**src/rtl/exc_pkg.sv**
```systemverilog
package exc_pkg;
  // Strobes passed from control to datapath.
  typedef struct packed {
    logic capture;   // load restart address and cause this edge
    logic inDelay;   // faulting instruction sits after a branch/jump
  } excCtl_t;
endpackage

```
**src/rtl/exc_ctrl.sv**
```systemverilog
module exc_ctrl
  import exc_pkg::*;
(
  input  logic    excStrobe,
  input  logic    prevWasBranch,
  output excCtl_t ctl
);
  // Delay-slot labelling is static: only the kind of the previous
  // instruction matters, never its outcome.
  always_comb begin
    ctl.capture = excStrobe;
    ctl.inDelay = excStrobe & prevWasBranch;
  end
endmodule

```
**src/rtl/exc_datapath.sv**
```systemverilog
module exc_datapath
  import exc_pkg::*;
#(
  parameter int PC_W        = 32,
  parameter int CODE_W      = 5,
  parameter int IDX_W       = 2,
  parameter int INSTR_BYTES = 4,
  parameter int BD_POS      = 31,
  parameter int CODE_LSB    = 2
) (
  input  logic              clk,
  input  logic              rstN,
  input  excCtl_t           ctl,
  input  logic [PC_W-1:0]   faultPc,
  input  logic [CODE_W-1:0] causeCode,
  input  logic [IDX_W-1:0]  rdIdx,
  output logic [PC_W-1:0]   rdData,
  output logic [PC_W-1:0]   epcOut,
  output logic              bdOut,
  output logic [CODE_W-1:0] codeOut
);
  localparam logic [PC_W-1:0]  STEP    = PC_W'(INSTR_BYTES);
  localparam logic [IDX_W-1:0] IDX_EPC = IDX_W'(0);
  localparam logic [IDX_W-1:0] IDX_CAU = IDX_W'(1);

  logic [PC_W-1:0]   epcQ, epcNext, causeWord;
  logic              bdQ;
  logic [CODE_W-1:0] codeQ;

  always_comb epcNext = ctl.inDelay ? (faultPc - STEP) : faultPc;

  always_ff @(posedge clk or negedge rstN) begin
    if (!rstN) begin
      epcQ  <= '0;
      bdQ   <= 1'b0;
      codeQ <= '0;
    end else if (ctl.capture) begin
      epcQ  <= epcNext;
      bdQ   <= ctl.inDelay;
      codeQ <= causeCode;
    end
  end

  always_comb begin
    causeWord = '0;
    causeWord[BD_POS] = bdQ;
    causeWord[CODE_LSB +: CODE_W] = codeQ;
  end

  always_comb begin
    case (rdIdx)
      IDX_EPC: rdData = epcQ;
      IDX_CAU: rdData = causeWord;
      default: rdData = '0;
    endcase
  end

  assign epcOut  = epcQ;
  assign bdOut   = bdQ;
  assign codeOut = codeQ;

  // registers hold without a capture strobe
  a_r6_hold: assert property (@(posedge clk) disable iff (!rstN)
    !ctl.capture |=> ($stable(epcQ) && $stable(bdQ) && $stable(codeQ)));

  // cause code recorded on capture
  a_r7_code_latch: assert property (@(posedge clk) disable iff (!rstN)
    ctl.capture |=> (codeQ == $past(causeCode)));
endmodule

```
**src/rtl/exc_pc_capture.sv**
```systemverilog
module exc_pc_capture
  import exc_pkg::*;
#(
  parameter int PC_W        = 32,
  parameter int CODE_W      = 5,
  parameter int IDX_W       = 2,
  parameter int INSTR_BYTES = 4,
  parameter int BD_POS      = 31,
  parameter int CODE_LSB    = 2
) (
  input  logic              clk,
  input  logic              rstN,
  input  logic              excStrobe,
  input  logic [PC_W-1:0]   faultPc,
  input  logic              prevWasBranch,
  input  logic              prevTaken,
  input  logic [CODE_W-1:0] causeCode,
  input  logic [IDX_W-1:0]  rdIdx,
  output logic [PC_W-1:0]   rdData,
  output logic [PC_W-1:0]   retPc
);
  localparam logic [PC_W-1:0] STEP = PC_W'(INSTR_BYTES);

  excCtl_t           ctl;
  logic              bdNow;
  logic [CODE_W-1:0] codeNow;

  exc_ctrl uCtrl (
    .excStrobe     (excStrobe),
    .prevWasBranch (prevWasBranch),
    .ctl           (ctl)
  );

  exc_datapath #(
    .PC_W(PC_W), .CODE_W(CODE_W), .IDX_W(IDX_W),
    .INSTR_BYTES(INSTR_BYTES), .BD_POS(BD_POS), .CODE_LSB(CODE_LSB)
  ) uDp (
    .clk       (clk),
    .rstN      (rstN),
    .ctl       (ctl),
    .faultPc   (faultPc),
    .causeCode (causeCode),
    .rdIdx     (rdIdx),
    .rdData    (rdData),
    .epcOut    (retPc),
    .bdOut     (bdNow),
    .codeOut   (codeNow)
  );

  // plain exception keeps the faulting address, flag cleared
  a_r2_plain_epc: assert property (@(posedge clk) disable iff (!rstN)
    (excStrobe && !prevWasBranch) |=> (retPc == $past(faultPc) && !bdNow));

  // delay-slot exception backs up one instruction
  a_r3_backup_epc: assert property (@(posedge clk) disable iff (!rstN)
    (excStrobe && prevWasBranch) |=> (retPc == $past(faultPc) - STEP));

  // delay flag follows the previous-was-branch flag
  a_r4_bd_flag: assert property (@(posedge clk) disable iff (!rstN)
    excStrobe |=> (bdNow == $past(prevWasBranch)));

  // untaken branch still labels the next instruction as delay slot
  a_r5_untaken_delay: assert property (@(posedge clk) disable iff (!rstN)
    (excStrobe && prevWasBranch && !prevTaken) |=> bdNow);

  // unused read indices return zero
  a_r8_unused_idx: assert property (@(posedge clk) disable iff (!rstN)
    (rdIdx > IDX_W'(1)) |-> (rdData == '0));
endmodule

```
**config.mk**
```make
export PLATFORM = sky130hd
export DESIGN_NAME = exc_pc_capture
export DESIGN_NICKNAME = d
export VERILOG_FILES = /design/src/rtl/exc_pkg.sv /design/src/rtl/exc_ctrl.sv /design/src/rtl/exc_datapath.sv /design/src/rtl/exc_pc_capture.sv
export SDC_FILE = /design/constraint.sdc
export NUM_CORES = 1
export LEC_CHECK = 0
export ABC_CLOCK_PERIOD_IN_PS = 1200
export BUFFER_PORTS_ARGS = -buffer_cell sky130_fd_sc_hd__clkbuf_2
export CORE_MARGIN = 5
export CORE_UTILIZATION = 39
export DETAILED_ROUTE_END_ITERATION = 8
export PLACE_DENSITY = 0.73
export RECOVER_POWER = 100
export SLEW_MARGIN = 20
export SYNTH_ARGS = -nofsm -noshare
export SYNTH_HDL_FRONTEND = slang
export SYNTH_SLANG_ARGS = --single-unit
```
**constraint.sdc**
```tcl
create_clock -name clk -period 1.2 [get_ports clk]
set_input_delay 0.18 -clock clk [delete_from_list [all_inputs] [get_ports clk]]
set_output_delay 0.18 -clock clk [all_outputs]
set_load 0.005 [all_outputs]
```
# [Yosys cells after proc, flatten, opt, wreduce, memory -nomap -nowiden]
# Cells that the tools add are included.
# Widths: inputs -> output; s select.
[word_totals] ff_bits=38 latchBits=0 mem_bits_rw=0 mem_bits_ro=0 inputBits=44 output_inout_bits=64 n_memories=0
[classes] add_sub_neg=1 n_mul=0 div_mod_pow=0 magnitude_cmp=0 n_eq_ne=1 n_shift=0 n_mux=2 bitwise=1 reduce_logical=1
[op_table] operator="$pmux 32 s2" n=1
[op_table] operator="$mux 32" n=1
[op_table] operator="$sub 32x3->32 const B" n=1
[op_table] operator="$eq 2x1->1 const B" n=1
[op_table] operator="$logic_not 2->1" n=1
[op_table] operator="$and 1x1->1" n=1

# [Logic depth before layout (Yosys ltp)]
[logic_depth] depth_word=2 mapped_depth=7 ltp_nobuf=6

# [Cells and area by module]
# Synthesis repeated with hierarchy kept, for this count alone.
[hier_totals] cells_unflattened=254 area_unflattened_um2=2280.9
[modules_own_cells] mod="exc_datapath" n_inst=1 cells_per_inst=252 area_per_inst_um2=2267.2 seq_area_each_um2=950.9
[modules_own_cells] mod="exc_ctrl" n_inst=1 cells_per_inst=2 area_per_inst_um2=13.8 seq_area_each_um2=0.0

# [Worst setup path before layout]
# Ideal clock, no wire load.
[synth_timing] path_type="in2reg" startpoint="input faultPc[2]" endpoint="register uDp.epcQ[26], in the netlist uDp.epcOut[26]" setup_ns=0.082 arrival_ns=1.796 slack_ns=-0.678 stages=6 n_path_buf=0 cell_sequence="inv_1 > ha_1 > or3b_1 > or4_1 > or4_1 > a31oi_1"
[synth_via] elab_chain_len=2
[synth_rtl] item="start: declaration" line_no="exc_pc_capture.sv:14" text="input logic [PC_W-1:0] faultPc,"
[synth_rtl] item="$sub 32x3->32" line_no="exc_datapath.sv:30" text="always_comb epcNext = ctl.inDelay ? (faultPc - STEP) : faultPc;"
[synth_rtl] item="$mux 32" line_no="exc_datapath.sv:30"
[synth_rtl] item="end signal: assignment" line_no="exc_datapath.sv:38" text="epcQ <= epcNext;"
[synth_rtl] item="end: declaration" line_no="exc_datapath.sv:26" text="logic [PC_W-1:0] epcQ, epcNext, causeWord;"
# Every way passes these cells.
# A chain may end at the register's enable or synchronous reset.

# [Worst setup path in the final report]
# Same ends and word-level chain as after synthesis.

==> impl_metrics.csv <==
group,metric,value,unit
floorplanning,die_x,88.5,um
floorplanning,io_pins,108,
sta,relSlewSlack,0.531,
yosys,synth_most_common_cell,"nor2_1",
critical_path,crit_arrival,1.95,ns
cts,cts_inserted_buffers,5,
global_routing,grtUsageTotal,0.190,
critical_path,start_kind,"input port",
drt,drtIter0Drc,119,
yosys,synth_edf_count,0,
drt,firstDrtPassIters,4,
sta,layout_worst_path_cycle_share,1.45,
cells_and_area,drive_above_1_share,0.473,
cts,clock_path_buffers,2,
placed_design,portBuffers,106,
sta,timing.final.ws_setup,-0.537,ns
sta,finalMaxSlewViolations,0,
critical_path,worstSetupPathType,"input port to register",
cells_and_area,fin_nets,486,
yosys,synth_area_per_cell,9.00,um^2
yosys,synth.top_cell.area_share,0.396,
cts,insertion_delay,0.28,ns
power,power,0.00328,W
global_routing,antenna_found_initial,0,
cells_and_area,syn2layout_area_growth,61.7,%
floorplanning,core-area,5960,um^2
yosys,postSynthCellCount,267,
floorplanning,rows,28,
cts,path_clk_slew,0.08,ns
yosys,synth_top_area_cell,"dfrtp_1",
drt,drtAntennaViolNets,0,
drt,wire_per_inst,15.4,um
cts,cts_num_sinks,38,
yosys,synthTopCellsByArea,"dfrtp_1, and2_1, nor2_1, or4_1, o31ai_1",
global_routing,grt_pass1_wl,11.6,mm
cts,root_buffer,"clkbuf_8",
floorplanning,fp.dieH,88.5,um
critical_path,critical_path_required,1.41,ns
sta,finClkSkew,0,ns
floorplanning,die-area,7830,um^2
power,p_leak,1.74,nW
cells_and_area,fill_cells,539,
cts,cts_max_level,2,
cells_and_area,final_cells,515,
drt,drt-vias-per-instance,5.30,
placed_design,dpl.cell_count,490,
yosys,synth_async_sr_flop_share,1.00,
sta,hold_viol_final,0,
yosys,synth-main-ff-cell,"dfrtp_1",
sta,worst_slew_pin_slew,0.704,ns
yosys,yosysSeqAreaShare,0.396,
sta,clock.fmax,0.576,GHz
sta,tns,-5.60,ns
drt,drc,0,
hold_path,worstHoldPathType,"input port to register",
global_routing,overflow,0,
yosys,syn_nets,312,
outcome,status,"complete, but fails checks",
power,pwr_density_cell,844,nW/um^2
global_routing,grt_max_degree,69,
cts,cts_tree,"done",
drt,wirelength,7.91,mm
power,max-vdd-ir-drop,0.447,mV
sta,post-route-min-period,1.74,ns
yosys,synth.top_cells.by_count,"nor2_1, dfrtp_1, and2_1, or4_1, a31oi_1",
yosys,syn-cell-area,2400,um^2
critical_path,crit_fanout,2,
placed_design,gp_congestion,0.903,
floorplanning,initial_core_util,0.403,
outcome,violations,"setup timing",
sta,finalSetupViolCount,24,
critical_path,crit_path_end_kind,"register",
drt,via_count,2727,
yosys,synth_warnings,0,
yosys,synth-seq-cells,38,
sta,rsz0062_at_grt,"yes",
placed_design,post_dp_cell_area,3470,um^2
cells_and_area,diodes,0,
global_routing,grt_pass1_vias,2479,
run,cap_violations,0,
yosys,netlist-cell-type-count,38,
cells_and_area,design_area,3880,um^2
placed_design,dpl.hpwl,5.75,mm
placed_design,dp_slack,-0.863,ns
==> sequential cells by signal, indices dropped and copies added, names as in the netlist <==
register / count
uDp.bdOut: 1
uDp.codeOut: 5
uDp.epcOut: 32
==> layout make-up <==
type | instances | area [um^2] | area share
multi-input combinational | 205 | 1550 | 0.398
timing repair buffer | 184 | 1170 | 0.300
tap | 75 | 93.8 | 0.0242
clock buffer | 6 | 82.6 | 0.0213
sequential | 38 | 951 | 0.245
inverter | 7 | 43.8 | 0.0113
==> routing by layer <==
layer / global-route usage / wire length [um]
met2: 0.331 / 3970
met1: 0.242 / 3320
met5: 0 / 0
met3: 0.0251 / 472
met4: 0.0659 / 148
==> metrics by stage <==
stage	hold slack, ns	utilization
floorplan	-0.116	-
global placement	0.167	0.582
detailed placement	0.168	0.582
CTS	0.125	0.635
global route	0.124	0.652
finish	0.131	0.652
==> critical path, stage by stage <==
cell       delay (ns)
clkbuf_16        0.13
inv_12           0.04
ha_4             0.12
or3b_4           0.40
or4_4            0.49
or4_1            0.40
a31oi_1          0.17
==> cells in the final DEF (no fill, tap or decap), types with 7 or more instances in the layout <==
master,instances
mux2_2,8
o31ai_1,10
buf_6,10
buf_4,61
and2_1,18
a21oi_1,12
nand4_1,7
and2_0,8
clkbuf_8,7
clkbuf_1,24
a31oi_1,13
or4_1,10
xor2_1,7
dfrtp_1,38
clkbuf_2,80
nor2_1,38
==> cell families (layout without fill, tap and decap cells) <==
| group | count (synthesis) | count (layout) | synth area share |
|---|---|---|---|
| buf+inv | 25 | 197 | 0.0599 |
| simple gates | 128 | 129 | 0.299 |
| flops | 38 | 38 | 0.396 |
| fa+ha+maj | 1 | 1 | 0.00521 |
| compound gates | 48 | 48 | 0.129 |
| mux | 15 | 15 | 0.0672 |
| xor+xnor | 12 | 12 | 0.0437 |
==> report_power, final <==
group	total, W	leakage [nW]	switching, W	internal [W]
logic	0.000918	1.26	0.000447	0.000470
clock network	0.000871	0.0431	0.000428	0.000443
registers	0.00149	0.430	0.0000844	0.00140
total	0.00328	1.74	0.000959	0.00232
==> final timing paths <==
| check | from | to | slack [ns] | cells past startpoint |
|---|---|---|---|---|
| worst max-delay path | faultPc[2] | uDp.epcOut[26]$_DFFE_PN0P_ | -0.54 | 7 |
| worst min-delay path | faultPc[0] | uDp.epcOut[0]$_DFFE_PN0P_ | 0.13 | 2 |
| worst max register to register | uDp.epcOut[6]$_DFFE_PN0P_ | uDp.epcOut[6]$_DFFE_PN0P_ | 0.30 | 2 |
| worst min register to register | uDp.codeOut[4]$_DFFE_PN0P_ | uDp.codeOut[4]$_DFFE_PN0P_ | 0.51 | 1 |
| max in group asynchronous | rstN | uDp.codeOut[3]$_DFFE_PN0P_ | 0.29 | 3 |
| min in group asynchronous | rstN | uDp.epcOut[25]$_DFFE_PN0P_ | 0.52 | 3 |
==> what timing repair did <==
action / CTS / global route
gates cloned: 1 / 0
setup buffers: 11 / 8
hold endpoints to repair: 38 / 0
hold buffers: 1 / 0
pin swaps: 20 / 21
setup endpoints to repair: 24 / 50
resized for setup: 25 / 24
Power figures use the tool's default switching activity.
